File: src/rtl/lsu_pkg.sv
package lsu_pkg;

    typedef enum logic [1:0] {
        SZ_B8  = 2'b00,
        SZ_B16 = 2'b01,
        SZ_B32 = 2'b10,
        SZ_B64 = 2'b11
    } acc_size_e;

endpackage

File: src/rtl/lsu_align_check.sv
module lsu_align_check #(
    parameter int OFF_W = 3
) (
    input  lsu_pkg::acc_size_e  size,
    input  logic [OFF_W-1:0]    low_addr,
    input  logic                unaligned_q,
    output logic                misaligned,
    output logic [OFF_W-1:0]    eff_off
);
    import lsu_pkg::*;

    logic               widest_free;
    logic [OFF_W-1:0]   need_zero;

    always_comb begin
        // the unaligned form is honoured only at full quadword size
        widest_free = (size == SZ_B64) && unaligned_q;
        // mask of address bits that must be zero for natural alignment
        need_zero   = OFF_W'((1 << size) - 1);
        misaligned  = !widest_free && (|(low_addr & need_zero));
        eff_off     = widest_free ? '0 : low_addr;
    end

endmodule

File: src/rtl/lsu_store_align.sv
module lsu_store_align #(
    parameter int DATA_W = 64,
    localparam int LANES = DATA_W / 8,
    localparam int OFF_W = $clog2(LANES)
) (
    input  lsu_pkg::acc_size_e  size,
    input  logic [OFF_W-1:0]    off,
    input  logic [DATA_W-1:0]   src,
    output logic [LANES-1:0]    lane_be,
    output logic [DATA_W-1:0]   lane_data
);
    logic [OFF_W+1:0]   nbytes;
    logic [OFF_W+1:0]   lane_end;
    logic [DATA_W-1:0]  trimmed;

    always_comb begin
        nbytes   = (OFF_W+2)'(1) << size;
        lane_end = (OFF_W+2)'(off) + nbytes;
    end

    for (genvar i = 0; i < LANES; i++) begin : g_lane
        localparam logic [OFF_W+1:0] IDX = (OFF_W+2)'(i);
        // keep only the source bytes that the access size covers
        assign trimmed[8*i +: 8] = (IDX < nbytes) ? src[8*i +: 8] : 8'h00;
        // a lane is written when it falls inside [off, off+nbytes)
        assign lane_be[i] = (IDX >= (OFF_W+2)'(off)) && (IDX < lane_end);
    end

    assign lane_data = trimmed << {off, 3'b000};

endmodule

File: src/rtl/lsu_load_extract.sv
module lsu_load_extract #(
    parameter int DATA_W = 64,
    localparam int LANES = DATA_W / 8,
    localparam int OFF_W = $clog2(LANES)
) (
    input  lsu_pkg::acc_size_e  size,
    input  logic [OFF_W-1:0]    off,
    input  logic [DATA_W-1:0]   raw,
    output logic [DATA_W-1:0]   result
);
    import lsu_pkg::*;

    logic [OFF_W+1:0]   nbytes;
    logic [DATA_W-1:0]  moved;
    logic               sign_bit;
    logic [7:0]         fill;

    always_comb begin
        nbytes   = (OFF_W+2)'(1) << size;
        moved    = raw >> {off, 3'b000};
        // only longword loads widen with the sign; byte and word fill zeros
        sign_bit = moved[31];
        fill     = (size == SZ_B32 && sign_bit) ? 8'hFF : 8'h00;
    end

    for (genvar i = 0; i < LANES; i++) begin : g_lane
        localparam logic [OFF_W+1:0] IDX = (OFF_W+2)'(i);
        assign result[8*i +: 8] = (IDX < nbytes) ? moved[8*i +: 8] : fill;
    end

endmodule

File: src/rtl/lsu_align_unit.sv
module lsu_align_unit #(
    parameter int ADDR_W = 64,
    parameter int DATA_W = 64,
    localparam int LANES = DATA_W / 8,
    localparam int OFF_W = $clog2(LANES)
) (
    input  logic                clk,
    input  logic                rst_n,
    input  logic                req_valid,
    input  logic                req_store,
    input  logic [1:0]          req_size,
    input  logic                req_unaligned,
    input  logic [ADDR_W-1:0]   req_addr,
    input  logic [DATA_W-1:0]   req_wdata,
    output logic [ADDR_W-1:0]   mem_addr,
    output logic                mem_wen,
    output logic                mem_ren,
    output logic [LANES-1:0]    mem_be,
    output logic [DATA_W-1:0]   mem_wdata,
    input  logic                mem_rvalid,
    input  logic [DATA_W-1:0]   mem_rdata,
    output logic                ld_valid,
    output logic [DATA_W-1:0]   ld_data,
    output logic                flt_valid,
    output logic [ADDR_W-1:0]   flt_addr,
    output logic                flt_write
);
    import lsu_pkg::*;

    typedef struct packed {
        logic [ADDR_W-1:0]  mem_addr;
        logic               wen;
        logic               ren;
        logic [LANES-1:0]   be;
        logic [DATA_W-1:0]  wdata;
        logic               ld_pend;
        acc_size_e          ld_size;
        logic [OFF_W-1:0]   ld_off;
        logic               ld_valid;
        logic [DATA_W-1:0]  ld_data;
        logic               flt_valid;
        logic [ADDR_W-1:0]  flt_addr;
        logic               flt_write;
    } lsu_state_t;

    lsu_state_t st_d, st_q;

    acc_size_e          size_in;
    logic               mis;
    logic [OFF_W-1:0]   off;
    logic [LANES-1:0]   lane_be;
    logic [DATA_W-1:0]  lane_data;
    logic [DATA_W-1:0]  ext_result;

    assign size_in = acc_size_e'(req_size);

    lsu_align_check #(.OFF_W(OFF_W)) u_check (
        .size        (size_in),
        .low_addr    (req_addr[OFF_W-1:0]),
        .unaligned_q (req_unaligned),
        .misaligned  (mis),
        .eff_off     (off)
    );

    lsu_store_align #(.DATA_W(DATA_W)) u_store (
        .size      (size_in),
        .off       (off),
        .src       (req_wdata),
        .lane_be   (lane_be),
        .lane_data (lane_data)
    );

    lsu_load_extract #(.DATA_W(DATA_W)) u_load (
        .size   (st_q.ld_size),
        .off    (st_q.ld_off),
        .raw    (mem_rdata),
        .result (ext_result)
    );

    always_comb begin
        st_d           = st_q;
        st_d.wen       = 1'b0;
        st_d.ren       = 1'b0;
        st_d.be        = '0;
        st_d.ld_valid  = 1'b0;
        st_d.flt_valid = 1'b0;

        // memory return: accepted only while a load is outstanding
        if (mem_rvalid && st_q.ld_pend) begin
            st_d.ld_valid = 1'b1;
            st_d.ld_data  = ext_result;
            st_d.ld_pend  = 1'b0;
        end

        if (req_valid) begin
            if (mis) begin
                st_d.flt_valid = 1'b1;
                st_d.flt_addr  = req_addr;
                st_d.flt_write = req_store;
            end else begin
                st_d.mem_addr = {req_addr[ADDR_W-1:OFF_W], {OFF_W{1'b0}}};
                st_d.be       = lane_be;
                if (req_store) begin
                    st_d.wen   = 1'b1;
                    st_d.wdata = lane_data;
                end else begin
                    st_d.ren     = 1'b1;
                    st_d.ld_pend = 1'b1;
                    st_d.ld_size = size_in;
                    st_d.ld_off  = off;
                end
            end
        end
    end

    always_ff @(posedge clk) begin
        if (!rst_n) begin
            st_q <= '0;
        end else begin
            st_q <= st_d;
        end
    end

    assign mem_addr  = st_q.mem_addr;
    assign mem_wen   = st_q.wen;
    assign mem_ren   = st_q.ren;
    assign mem_be    = st_q.be;
    assign mem_wdata = st_q.wdata;
    assign ld_valid  = st_q.ld_valid;
    assign ld_data   = st_q.ld_data;
    assign flt_valid = st_q.flt_valid;
    assign flt_addr  = st_q.flt_addr;
    assign flt_write = st_q.flt_write;

endmodule

File: config.mk
export PLATFORM = sky130hd
export DESIGN_NAME = lsu_align_unit
export DESIGN_NICKNAME = d
export VERILOG_FILES = /design/src/rtl/lsu_pkg.sv /design/src/rtl/lsu_align_check.sv /design/src/rtl/lsu_store_align.sv /design/src/rtl/lsu_load_extract.sv /design/src/rtl/lsu_align_unit.sv
export SDC_FILE = /design/constraint.sdc
export NUM_CORES = 1
export LEC_CHECK = 0
export ABC_AREA = 1
export BUFFER_PORTS_ARGS = -buffer_cell sky130_fd_sc_hd__buf_2
export CORE_ASPECT_RATIO = 2
export CORE_MARGIN = 2
export CORE_UTILIZATION = 28
export CTS_CLUSTER_DIAMETER = 50
export DETAILED_ROUTE_END_ITERATION = 8
export GPL_TIMING_DRIVEN = 0
export PLACE_DENSITY = 0.52
export SETUP_SLACK_MARGIN = 0.02
export SLEW_MARGIN = 20
export SYNTH_ARGS = -nofsm -noshare
export SYNTH_HDL_FRONTEND = slang
export SYNTH_SLANG_ARGS = --single-unit
File: constraint.sdc
create_clock -name clk -period 3.5 [get_ports clk]
set_input_delay 0.35 -clock clk [delete_from_list [all_inputs] [get_ports clk]]
set_output_delay 0.35 -clock clk [all_outputs]
set_load 0.005 [all_outputs]
# Word level (Yosys, flattened, before mapping)

Index checks and enable logic that the tools add are counted.
W data, S select, Z words.

Bits in registers: 272
Input port bits: 200
Output and inout port bits: 269
Word-level logic and storage cells: 103

Add/subtract/negate cells: 2
Magnitude comparators: 31
Eq/ne operators: 2
Shift operators: 5
Multiplexer cells: 26
Bitwise gates (word level): 5
Reduce and logical (&&, ||, !) cells: 19

Operators by type and width:

| kind                  | count |
|---|---|
| $mux W8               | 17 |
| $mux W66              | 1 |
| $mux W65              | 1 |
| $shl A64 B6 Y64       | 1 |
| $shr A64 B6 Y64       | 1 |
| $lt A3 B5 Y1 const A  | 12 |
| $lt A1 B5 Y1 const A  | 6 |
| $lt A2 B5 Y1 const A  | 6 |
| $mux W6               | 3 |
| $logic_and A1 B1 Y1   | 11 |
| $shl A1 B2 Y5 const A | 2 |
| $ge A3 B3 Y1 const A  | 3 |
| $ge A1 B3 Y1 const A  | 2 |
| $ge A2 B3 Y1 const A  | 2 |
| $reduce_and A2 Y1     | 3 |
| $reduce_and A3 Y1     | 2 |
| $reduce_or A3 Y1      | 2 |
| $add A3 B5 Y5         | 1 |
| $eq A2 B2 Y1 const B  | 2 |
| $not A1 Y1            | 4 |
| $and A3 B3 Y3         | 1 |
| $mux W1               | 3 |
| $mux W3               | 1 |
| $shl A1 B2 Y3 const A | 1 |
| other kinds (2)       | 2 |

# Longest topological paths before layout

Gate-level depths: netlist (run 1).

Depth in word-level cells: 7
Mapped depth: 16
Mapped depth without buffers: 13

# Cells and area by module

Synthesis (run 1) repeated with hierarchy kept, for this count alone.

Cell total of the unflattened synthesis: 2579
Area total of the unflattened synthesis: 16249.3 sq um

Modules (own cells, without submodules):

| module           | times used | cells each | area an instance (sq um) | seq. area each (sq um) |
|---|---|---|---|---|
| lsu_align_unit   | 1          | 1570       | 11629.9                  | 5445.2 |
| lsu_load_extract | 1          | 483        | 2288.4                   | 0.0 |
| lsu_store_align  | 1          | 509        | 2249.7                   | 0.0 |
| lsu_align_check  | 1          | 17         | 81.3                     | 0.0 |

# Least setup slack after synthesis (run 1)

No wires, ideal clock.

Path kind: input -> register
Start point: input req_size[1]
End point: register st_q (netlist bit mem_be[6])
Library setup time: 116 ps
Data arrival time: 2096 ps
Data required time: 3384 ps
Setup slack: 1288 ps
Stages: 12
Path buffers: 2
Cell sequence: nand3_1 -> buf_4 -> nand2_2 -> inv_2 -> buf_2 -> ha_1 -> inv_1 -> fa_1 -> xor2_1 -> nor2_1 -> nor2_1 -> nor2_1

Word-level cells in the longest chain between the ends: 6
Elaborated cells between the ends (all ways): 15
Classes of those cells: 2 x add/sub; 2 x order compare; 1 x eq/ne; 2 x shift; 1 x mux; 1 x bitwise; 6 x reduce/logical

Ends and longest elaborated chain:

| what                   | line                  | text |
|---|---|---|
| start: declaration     | lsu_align_unit.sv:11  | `input logic [1:0] req_size,` |
| $eq A2 B2 Y1 *         | lsu_align_check.sv:17 | `widest_free = (size == SZ_B64) && unaligned_q;` |
| $logic_and A1 B1 Y1 *  | lsu_align_check.sv:17 |  |
| $mux W3 *              | lsu_align_check.sv:21 | `eff_off = widest_free ? '0 : low_addr;` |
| net off[0]             | lsu_align_unit.sv:50  | `logic [OFF_W-1:0] off;` |
| $add A3 B5 Y5          | lsu_store_align.sv:18 | `lane_end = (OFF_W+2)'(off) + nbytes;` |
| $lt A3 B5 Y1           | lsu_store_align.sv:26 | `assign lane_be[i] = (IDX >= (OFF_W+2)'(off)) && (IDX < lane_end);` |
| $logic_and A1 B1 Y1 *  | lsu_store_align.sv:26 |  |
| end signal: assignment | lsu_align_unit.sv:120 | `st_q <= st_d;` |
| end: declaration       | lsu_align_unit.sv:46  | `lsu_state_t st_d, st_q;` |

Mark *: on every way through the listed nets, which the timed path passes. The rest lies on a longest branch.
A chain may end at the register's enable or synchronous reset.

# Final worst setup path (run 1)

Start point: register st_q[131] (netlist bit)
End point: register st_q (netlist bit ld_data[36])

Word-level cells in the longest chain between the ends: 4

Ends and longest elaborated chain:

| what                | line                   | text |
|---|---|---|
| $shr A64 B6 Y64 *   | lsu_load_extract.sv:20 | `moved = raw >> {off, 3'b000};` |
| $logic_and A1 B1 Y1 | lsu_load_extract.sv:23 | `fill = (size == SZ_B32 && sign_bit) ? 8'hFF : 8'h00;` |
| $mux W8             | lsu_load_extract.sv:23 |  |
| $mux W8 *           | lsu_load_extract.sv:28 | `assign result[8*i +: 8] = (IDX < nbytes) ? moved[8*i +: 8] : fill;` |

Mark *: on every way between the ends. The rest lies on a longest branch, timed or not.

==> reports/results.txt, run 1 <==
Status: completed
CP arrival: 3.35 ns
Max-slew violations: 0
Placed cell area: 18490 um^2
Final worst-path cycle share: 0.8200
Synth unique cells: 35
First-pass GRT wire length: 114.1 mm
Worst setup SP type: flip-flop
Final critical-path required period: 2.870 ns
Worst VDD drop: 0.0004717 V
Final Util: 0.3667
Design area: 19880 um^2
DRC Markers: 0
DP Wirelength: 65.97 mm
Fmax: 348.4 MHz
Starting DRC count in detailed routing: 1063
TritonCTS clock tree: built
Leak: 10.33 nW
Nets: 3028
Clock skew: 0.02557 ns
Root buffer cell: clkbuf_16
Max H-tree Level: 2
CTS Buffer Depth: 3
Rel. slew slack: 0.1652
Fin Setup TNS: 0 ns
DR vias: 16950
Power Dens Cells: 457.7 nW/um^2
Avg Synthesized Cell Area: 6.646 um^2
Final Setup Violations: 0
Clk sinks: 272
Worst Path Required: 3.98 ns
RSZ-0062 raised after global routing: no
Largest net degree at the start of global routing: 15
Final worst slack: 0.6301 ns
CTS Hold Bufs: 17
GR Util met1: 0.2481
Vias in the first global route: 17490
Cell Area, Synth: 15320 um^2
Critical path peak fanout: 10
Core area: 54200 um^2
Worst-margin pin slew: 1.239 ns
Clock transition at path regs: 0.07 ns
Post-cts repair resize count: 0
Ports: 469
Initial Utilization: 0.2827
Initial DRT Pass Iterations: 5
Fraction of layout cells with a size suffix above 1: 0.3158
Die Y: 334.8 um
Worst reg-to-reg path cell count: 8
Total CTS buffers: 35
Buffers on Ports: 463
Postcts setup bufs: 0
Max-Cap Viols: 0
WL/cell: 22.84 um
Worst R2R Setup Slack: 0.63 ns
Final hold viol count: 0
Initial antenna violation count: 11
Dpl ws: 0.6362 ns
GR Layer Usage met2: 0.5233
Synthesis-to-layout area growth: 29.75%
Yosys Warn Count: 0
Die Width: 169.4 um
Total congestion overflow: 0
Type of the tightest min-delay check: input pin to flip-flop
Final Wtd Congestion: 1.048
Antenna-violating nets left: 0
Hold depth: 3
Most used routing layer: met2
FP Rows: 121
Type of the worst setup path: flip-flop to flip-flop
Critical Path Sink Type: flip-flop
DR vias/cell: 4.807
Post-Synthesis Cells: 2305
M3 GR Usage: 0.07235
Seq/Total Area, Yosys: 0.3554
GRT Util Overall: 0.2778
Clk_lat worst skew: 0.56 ns
Synthesized flop and latch total: 272
Die ar.: 56710 um^2
Routed WL: 80.55 mm
-- metal layers --
layer  vias to the layer above  part of all wire
met5                         -            0.0014
li1                       8181                 -
met2                       733              0.52
met1                      7780              0.32
met4                        18             0.090
met3                       242             0.070
-- cell type report --
| type | count | area, um^2 |
|---|---|---|
| Inverter | 93 | 351.6 |
| Tap cell | 676 | 845.8 |
| Multi-Input combinational cell | 1524 | 6824 |
| Sequential cell | 272 | 5445 |
| Clock buffer | 45 | 963.4 |
| Timing Repair Buffer | 480 | 2487 |
| Clock inverter | 18 | 250.2 |
| Buffer | 418 | 2706 |
| Fill cell | 6052 | 34320 |
| Antenna cell | 1 | 2.502 |
-- worst max-delay path, stage by stage (launching register included) --
cell	delay [ns]
dfxtp_1	0.39
clkbuf_1	0.37
o21ai_0	0.99
nand2_1	0.10
o21ai_0	0.45
nand2_1	0.14
nand2_1	0.14
inv_1	0.05
a21oi_1	0.15
-- cell usage in the layout (no fill, tap or decap), drive strengths merged, types with 23 or more instances in the layout --
| cell type | count |
|---|---|
| buf | 809 |
| nor2 | 348 |
| or2 | 23 |
| inv | 99 |
| o21ai | 290 |
| nand2 | 505 |
| dfxtp | 272 |
| a21oi | 135 |
| nand3 | 166 |
| clkbuf | 117 |
-- state kept, by name, summed over array words and instances (netlist names) --
signal / flops
flt_addr: 64
flt_valid: 1
flt_write: 1
ld_data: 64
ld_valid: 1
mem_addr: 61
mem_be: 8
mem_ren: 1
mem_wdata: 64
mem_wen: 1
st_q: 6
-- cell families (layout without fill, tap and decap cells) --
kind of cell,after synthesis,after routing,synth area share
buf+inv,511,1054,0.1996
other cells,1,4,0.0002448
compound gates,461,461,0.1556
xor+xnor,2,2,0.001144
flops,272,272,0.3554
fa+ha+maj,4,4,0.003757
mux,8,8,0.005227
simple gates,1046,1046,0.2790
-- final timing paths --
path | from | to
worst max-delay path | st_q[131] | ld_data[36]
worst min register to register | mem_wdata[35] | mem_wdata[35]
worst min-delay path | req_addr[19] | mem_addr[19]
worst max register to register | st_q[131] | ld_data[36]
-- synth_stat cells (all sizes together) --
library cell / count / area share
conb: 1 / 0.00024
fa: 1 / 0.0013
o21a: 1 / 0.00049
nand2: 505 / 0.13
nor2: 348 / 0.088
o31ai: 1 / 0.00049
a211oi: 2 / 0.00098
buf: 346 / 0.16
o22ai: 2 / 0.00082
dfxtp: 272 / 0.36
ha: 3 / 0.0025
xnor2: 1 / 0.00057
or2: 23 / 0.0094
o21ai: 290 / 0.095
o211ai: 14 / 0.0069
nand3: 166 / 0.054
a21boi: 7 / 0.0034
a31oi: 9 / 0.0037
a21oi: 135 / 0.044
nor3: 1 / 0.0011
xor2: 1 / 0.00057
inv: 93 / 0.023
and2: 3 / 0.0012
mux2i: 8 / 0.0052
clkbuf: 72 / 0.018
-- report_power, final --
part | leakage (nW) | total (W) | switching (W) | internal (W)
sequential | 2.22 | 0.00337 | 0.0000975 | 0.00327
clock | 0.580 | 0.00381 | 0.00164 | 0.00217
combinational | 7.53 | 0.00192 | 0.00119 | 0.000729
total | 10.3 | 0.00910 | 0.00292 | 0.00617
-- metrics by stage --
stage | hold WS (ns) | power (W) | cells
3_5_place_dp | 0.4524 | 0.005312 | 3446
5_1_grt | 0.03075 | 0.009472 | 3526
2_1_floorplan | 0.4224 | 0.004455 | 2307
6_report | 0.02987 | 0.009097 | 3527
3_3_place_gp | 0.4513 | 0.005310 | 3446
4_1_cts | 0.001545 | 0.009181 | 3526
No activity file was read; power rests on OpenSTA's default activity.
==> run 2, diff against run 1 <==
PLACE_DENSITY = 0.54   (was 0.52)
clock period = 2.34 ns   (was 3.5 ns; I/O delays follow)
==> run 2 against run 1 <==
  * Clock-buffer cell count unchanged
  * Via count increased by 2.5%
  * Non-clock buffer count increased by 46
  * Sequential power increased by 50%
  * Sequential share of layout area decreased by 0.60 points
  * Register-to-register slack got worse by 0.58 ns
  * Largest cell class unchanged
  * Final cell count increased by 1.3%
  * Combinational power increased by 54%
  * Utilization increased by 0.83 points
  * Highest routed layer unchanged
==> reports/results.txt, run 2 (synthesis results as in run 1) <==
Status: completed (unchanged)
Ports: 469 (unchanged)
Fill count: 5984 (was 6052)
DP Wirelength: 67.30 mm (was 65.97 mm)
FP Rows: 121 (unchanged)
Critical path peak fanout: 10 (unchanged)
Clk_lat worst skew: 0.55 ns (was 0.56 ns)
Final hold viol count: 0 (unchanged)
Worst VDD drop: 0.0006901 V (was 0.0004717 V)
DR vias: 17370 (was 16950)
CP arrival: 2.73 ns (was 3.35 ns)
Leak: 10.55 nW (was 10.33 nW)
DRC Markers: 0 (unchanged)
Fmax: 436.5 MHz (was 348.4 MHz)
Critical Path Source: st_q[131] (unchanged)
Clock transition at path regs: 0.06 ns (was 0.07 ns)
Type of the tightest min-delay check: input pin to flip-flop (unchanged)
Max H-tree Level: 2 (unchanged)
Final Setup Violations: 0 (unchanged)
First-pass GRT wire length: 115.5 mm (was 114.1 mm)
Final Wtd Congestion: 1.038 (was 1.048)
Max-slew violations: 0 (unchanged)
Area of the multi-input gates: 6849 um^2 (was 6824 um^2)
Initial antenna violation count: 12 (was 11)
DR vias/cell: 4.863 (was 4.807)
Placed cell area: 18490 um^2 (unchanged)
Vias in the first global route: 17600 (was 17490)
GRT Util Overall: 0.2818 (was 0.2778)
Reg area: 5446 um^2 (was 5445 um^2)
Final worst-path cycle share: 0.9791 (was 0.8200)
Fraction of layout cells with a size suffix above 1: 0.3169 (was 0.3158)
Reg2reg start: st_q[131] (unchanged)
Nets: 3073 (was 3028)
Total congestion overflow: 0 (unchanged)
Total CTS buffers: 34 (was 35)
CTS Buffer Depth: 3 (unchanged)
Design area: 20330 um^2 (was 19880 um^2)
Power Dens Cells: 661.0 nW/um^2 (was 457.7 nW/um^2)
Largest net degree at the start of global routing: 14 (was 15)
Die Y: 334.8 um (unchanged)
Initial DRT Pass Iterations: 5 (unchanged)
Root buffer cell: clkbuf_16 (unchanged)
TritonCTS clock tree: built (unchanged)
Synthesis-to-layout area growth: 32.68% (was 29.75%)
Die Width: 169.4 um (unchanged)
Worst reg-to-reg path cell count: 9 (was 8)
Clk sinks: 272 (unchanged)
Die ar.: 56710 um^2 (unchanged)
Commonest non-fill, non-tap cell in the layout: buf_2 (unchanged)
Most frequent cells in the layout: buf_2, nand2_1, nor2_1 (unchanged)
Type of the worst setup path: flip-flop to flip-flop (unchanged)
Initial Utilization: 0.2827 (unchanged)
Rel. slew slack: 0.2795 (was 0.1652)
Hold depth: 3 (unchanged)
Starting DRC count in detailed routing: 1258 (was 1063)
RSZ-0062 raised after global routing: no (unchanged)
Max-Cap Viols: 0 (unchanged)
Worst setup SP type: flip-flop (unchanged)
Worst-margin pin slew: 1.081 ns (was 1.239 ns)
Clock skew: 0.01997 ns (was 0.02557 ns)
Buffers on Ports: 463 (unchanged)
Core area: 54200 um^2 (unchanged)
Final critical-path required period: 2.291 ns (was 2.870 ns)
Antenna-violating nets left: 0 (unchanged)
Hold path startpoint: req_addr[2] (was req_addr[19])
Routed WL: 81.96 mm (was 80.55 mm)
Critical Path Sink Type: flip-flop (unchanged)
WL/cell: 22.94 um (was 22.84 um)
Tot Pwr: 0.01344 W (was 0.009097 W)
Worst Path Required: 2.78 ns (was 3.98 ns)
[run 2: cell type report]
| type | count | share of cell area |
|---|---|---|
| repair buffers | 528 | 0.1459 |
| flip-flops and latches | 272 | 0.2680 |
| diodes | 3 | 0.0003693 |
| clock buffers | 45 | 0.04783 |
| multi-input cells | 1524 | 0.3370 |
| inverters | 93 | 0.01730 |
| well taps | 676 | 0.04161 |
| plain buffers | 416 | 0.1336 |
| clock inverters | 16 | 0.008433 |
[run 2: final timing paths]
check	to	slack, ns
hold reg to reg	mem_wdata[35]	0.46
setup reg to reg	ld_data[0]	0.05
setup / recovery	ld_data[0]	0.05
hold / removal	flt_addr[2]	0.09
[run 2: routing by layer]
metal	vias up	track usage	share of wire	wire, um
met4	16	0.2282	0.095	7747
met3	249	0.06338	0.069	5680
met5	-	0	0.0013	105
met2	866	0.5259	0.51	41770
li1	8286	-	-	-
met1	7957	0.2563	0.33	26660
[run 2: power by group]
part	total, W	switching, W	internal [W]
sequential	0.00505	0.000150	0.00490
combinational	0.00296	0.00181	0.00115
clock	0.00543	0.00232	0.00311
[run 2: critical path, stage by stage (launching register included)]
cell and delay [ns]:
dfxtp_2 0.41, inv_2 0.08, clkbuf_4 0.22, buf_2 0.24
o21ai_0 0.48, nand2_1 0.12, nand3_1 0.26, nand3_1 0.18
o211ai_1 0.13, inv_1 0.05
[run 2: through the flow]
step | hold slack [ns] | instances | TNS [ns] | worst slack (ns) | utilization
global placement | 0.4494 | 3446 | -7.081 | -0.3964 | 0.3412
detailed placement | 0.4527 | 3446 | -7.010 | -0.3921 | 0.3412
global route | 0.07138 | 3570 | 0 | 0.02820 | 0.3749
floorplan | 0.3064 | 2307 | 0 | 0.2440 | -
finish | 0.08889 | 3573 | 0 | 0.04891 | 0.3750
CTS | 0.06426 | 3571 | -0.06632 | -0.02808 | 0.3745
[run 2: what timing repair did]
item                                   CTS  global route
pin swaps                                0             2
endpoints found under the hold margin  120             0
cloned                                   0             0
buffers inserted                         0             1
hold buffers                            64             0
setup endpoints to repair               33            51
resized for setup                       14            16
==> run 3, diff against run 2 <==
PLACE_DENSITY = 0.52   (was 0.54)
clock period = 2.8 ns   (was 2.34 ns; I/O delays follow)
==> run 3 against run 2 <==
  * The flow now finishes with violations (negative setup slack)
  * Utilization barely moved
  * Sequential share of layout area about the same
  * Register-to-register slack got worse by 0.13 ns
  * Non-clock buffer count stayed put
  * Critical path type unchanged
  * Critical endpoint is now ld_data[36]
  * Largest power group unchanged
  * Highest routed layer unchanged
==> reports/results.txt, run 3 (synthesis results as in run 1) <==
Most frequent cells in the layout: buf_2, nand2_1, nor2_1 (unchanged)
Postcts setup bufs: 0 (unchanged)
Design area: 20340 um^2 (was 20330 um^2)
Worst setup SP type: flip-flop (unchanged)
TritonCTS clock tree: built (unchanged)
CTS Buffer Depth: 3 (unchanged)
Power Dens Cells: 561.5 nW/um^2 (was 661.0 nW/um^2)
Die ar.: 56710 um^2 (unchanged)
Final hold viol count: 0 (unchanged)
CP arrival: 3.37 ns (was 2.73 ns)
Initial antenna violation count: 11 (was 12)
Total congestion overflow: 0 (unchanged)
Flop pwr share: 0.369 (was 0.376)
Final Setup Violations: 3 (was 0)
GR Util met1: 0.2496 (was 0.2563)
Fraction of layout cells with a size suffix above 1: 0.3108 (was 0.3169)
Type of the worst setup path: flip-flop to flip-flop (unchanged)
Core area: 54200 um^2 (unchanged)
Final critical-path required period: 2.883 ns (was 2.291 ns)
FP Rows: 121 (unchanged)
Type of the tightest min-delay check: input pin to flip-flop (unchanged)
Fin Setup TNS: -0.1001 ns (was 0 ns)
CP peak stage delay: 1.01 ns (was 0.48 ns)
DR vias/cell: 4.799 (was 4.863)
Worst reg-to-reg path cell count: 8 (was 9)
Clock transition at path regs: 0.07 ns (was 0.06 ns)
Hold endpoint: mem_addr[24] (was flt_addr[2])
Die Y: 334.8 um (unchanged)
Worst VDD drop: 0.0005885 V (was 0.0006901 V)
Initial DRT Pass Iterations: 5 (unchanged)
Failing checks: negative setup slack
Hold path startpoint: req_addr[24] (was req_addr[2])
Worst Path Required: 3.28 ns (was 2.78 ns)
DP Wirelength: 65.97 mm (was 67.30 mm)
WL/cell: 22.67 um (was 22.94 um)
Clock power share: 0.416 (was 0.404)
First-pass GRT wire length: 115.1 mm (was 115.5 mm)
Rel. slew slack: 0.1852 (was 0.2795)
Most used routing layer: met2 (unchanged)
Max H-tree Level: 2 (unchanged)
Final Wtd Congestion: 1.048 (was 1.038)
Synthesis-to-layout area growth: 32.77% (was 32.68%)
Clk_lat worst skew: 0.57 ns (was 0.55 ns)
Crit Reg-Reg Endpoint: ld_data[36] (was ld_data[0])
Starting DRC count in detailed routing: 1066 (was 1258)
Max-Cap Viols: 0 (unchanged)
Dpl ws: 0.006233 ns (was -0.3921 ns)
Status: finished with violations (was completed)
Final worst slack: -0.08275 ns (was 0.04891 ns)
Clock skew: 0.02944 ns (was 0.01997 ns)
Critical path peak fanout: 10 (unchanged)
Buffers on Ports: 463 (unchanged)
CP dominant cell by count: nand2_1 (was nand3_1)
Worst R2R Setup Slack: -0.08 ns (was 0.05 ns)
Fmax: 346.9 MHz (was 436.5 MHz)
GRT Util Overall: 0.2797 (was 0.2818)
Initial Utilization: 0.2827 (unchanged)
Switch Pwr: 0.003662 W (was 0.004284 W)
DR vias: 17150 (was 17370)
Max-slew violations: 0 (unchanged)
Comb power frac: 0.214 (was 0.220)
Antenna-violating nets left: 0 (unchanged)
Commonest non-fill, non-tap cell in the layout: buf_2 (unchanged)
Reg2reg start: st_q[131] (unchanged)
Placed cell area: 18490 um^2 (unchanged)
Total CTS buffers: 35 (was 34)
RSZ-0062 raised after global routing: no (unchanged)
Leak: 10.53 nW (was 10.55 nW)
Internal power: 0.007758 W (was 0.009152 W)
Hold depth: 3 (unchanged)
Net Sw Frac: 0.3207 (was 0.3188)
Clk sinks: 272 (unchanged)
Root buffer cell: clkbuf_16 (unchanged)
Routed WL: 81.02 mm (was 81.96 mm)
Die Width: 169.4 um (unchanged)
Vias in the first global route: 17770 (was 17600)
Worst-margin pin slew: 1.209 ns (was 1.081 ns)
Fill count: 6013 (was 5984)
Critical Path Sink Type: flip-flop (unchanged)
Final worst-path cycle share: 1.030 (was 0.9791)
Nets: 3074 (was 3073)
Ports: 469 (unchanged)
M3 GR Usage: 0.07164 (was 0.06338)
DRC Markers: 0 (unchanged)
Largest net degree at the start of global routing: 15 (was 14)
Tot Pwr: 0.01142 W (was 0.01344 W)
GR Layer Usage met2: 0.5277 (was 0.5259)
Crit-path slowest cell: o21ai_0 (unchanged)
Worst-path cell chain: clkbuf_1, o21ai_0, nand2_1, o21ai_0, nand2_1, nand2_1, inv_1, a21oi_1 (was inv_2, clkbuf_4, buf_2, o21ai_0, nand2_1, nand3_1, nand3_1, o211ai_1, inv_1)
==> run 3: changes by cell type in the layout (fill, tap and decap cells not counted), sizes merged <==
cell / delta
inv: -1
clkinv: +1
clkbuf: -4
diode: -1
dlygate4sd3: -1
clkinvlp: +1
buf: +5
bufinv: +1
==> run 3: area by class of cell <==
cell class              count  area, um^2  area share
clock buffers              45       963.4     0.04737
clock inverters            18       250.2     0.01230
repair buffers            526        2948      0.1449
diodes                      2       5.005   0.0002461
plain buffers             418        2706      0.1331
inverters                  93       351.6     0.01729
multi-input cells        1524        6824      0.3355
flip-flops and latches    272        5445      0.2677
well taps                 676       845.8     0.04158
==> run 3: power groups by stage <==
stage | clock [W] | combinational, W | sequential, W
3_3_place_gp | 0 | 0.00235 | 0.00429
3_5_place_dp | 0 | 0.00234 | 0.00429
6_report | 0.00476 | 0.00245 | 0.00422
4_1_cts | 0.00489 | 0.00243 | 0.00421
5_1_grt | 0.00501 | 0.00265 | 0.00424
2_1_floorplan | 0 | 0.00131 | 0.00426
==> run 3: per-stage QoR <==
| step | instances | hold WS (ns) | utilization |
|---|---|---|---|
| after floorplan | 2307 | 0.3524 | - |
| after global placement | 3446 | 0.4513 | 0.3412 |
| after detailed placement | 3446 | 0.4524 | 0.3412 |
| after CTS | 3572 | 0.01307 | 0.3752 |
| after global routing | 3572 | 0.03647 | 0.3752 |
| final | 3574 | 0.04821 | 0.3753 |
==> run 3: how the worst max path moves through the flow <==
stage                           start     endpoint  slack [ns]  cells after the start
after floorplan           req_size[1]    mem_be[6]        0.66                     12
after global placement          rst_n  ld_data[46]        0.03                      5
after detailed placement        rst_n  ld_data[45]       0.006                      5
after CTS                   st_q[131]  ld_data[36]        0.15                      8
after global routing        st_q[131]  ld_data[13]        0.05                      9
final                       st_q[131]  ld_data[36]       -0.08                      8
==> run 3: critical path: cells and delay by family (launching register included) <==
family	cells	cell delay [ns]
AND/OR/NAND/NOR	3	0.39
buffers and inverters	2	0.42
AO/OA/AOI/OAI	3	1.61
flip-flops	1	0.39
==> run 3: per-layer routing <==
layer | vias up | routed length [um]
li1 | 8281 | -
met1 | 7844 | 26190
met2 | 756 | 41720
met3 | 253 | 5668
met4 | 18 | 7322
met5 | - | 113
==> run 3: timing repair <==
item	4_1_cts	5_1_grt
gates resized for setup	0	2
endpoints found under the hold margin	110	0
hold buffers	63	0
setup endpoints to repair	0	3
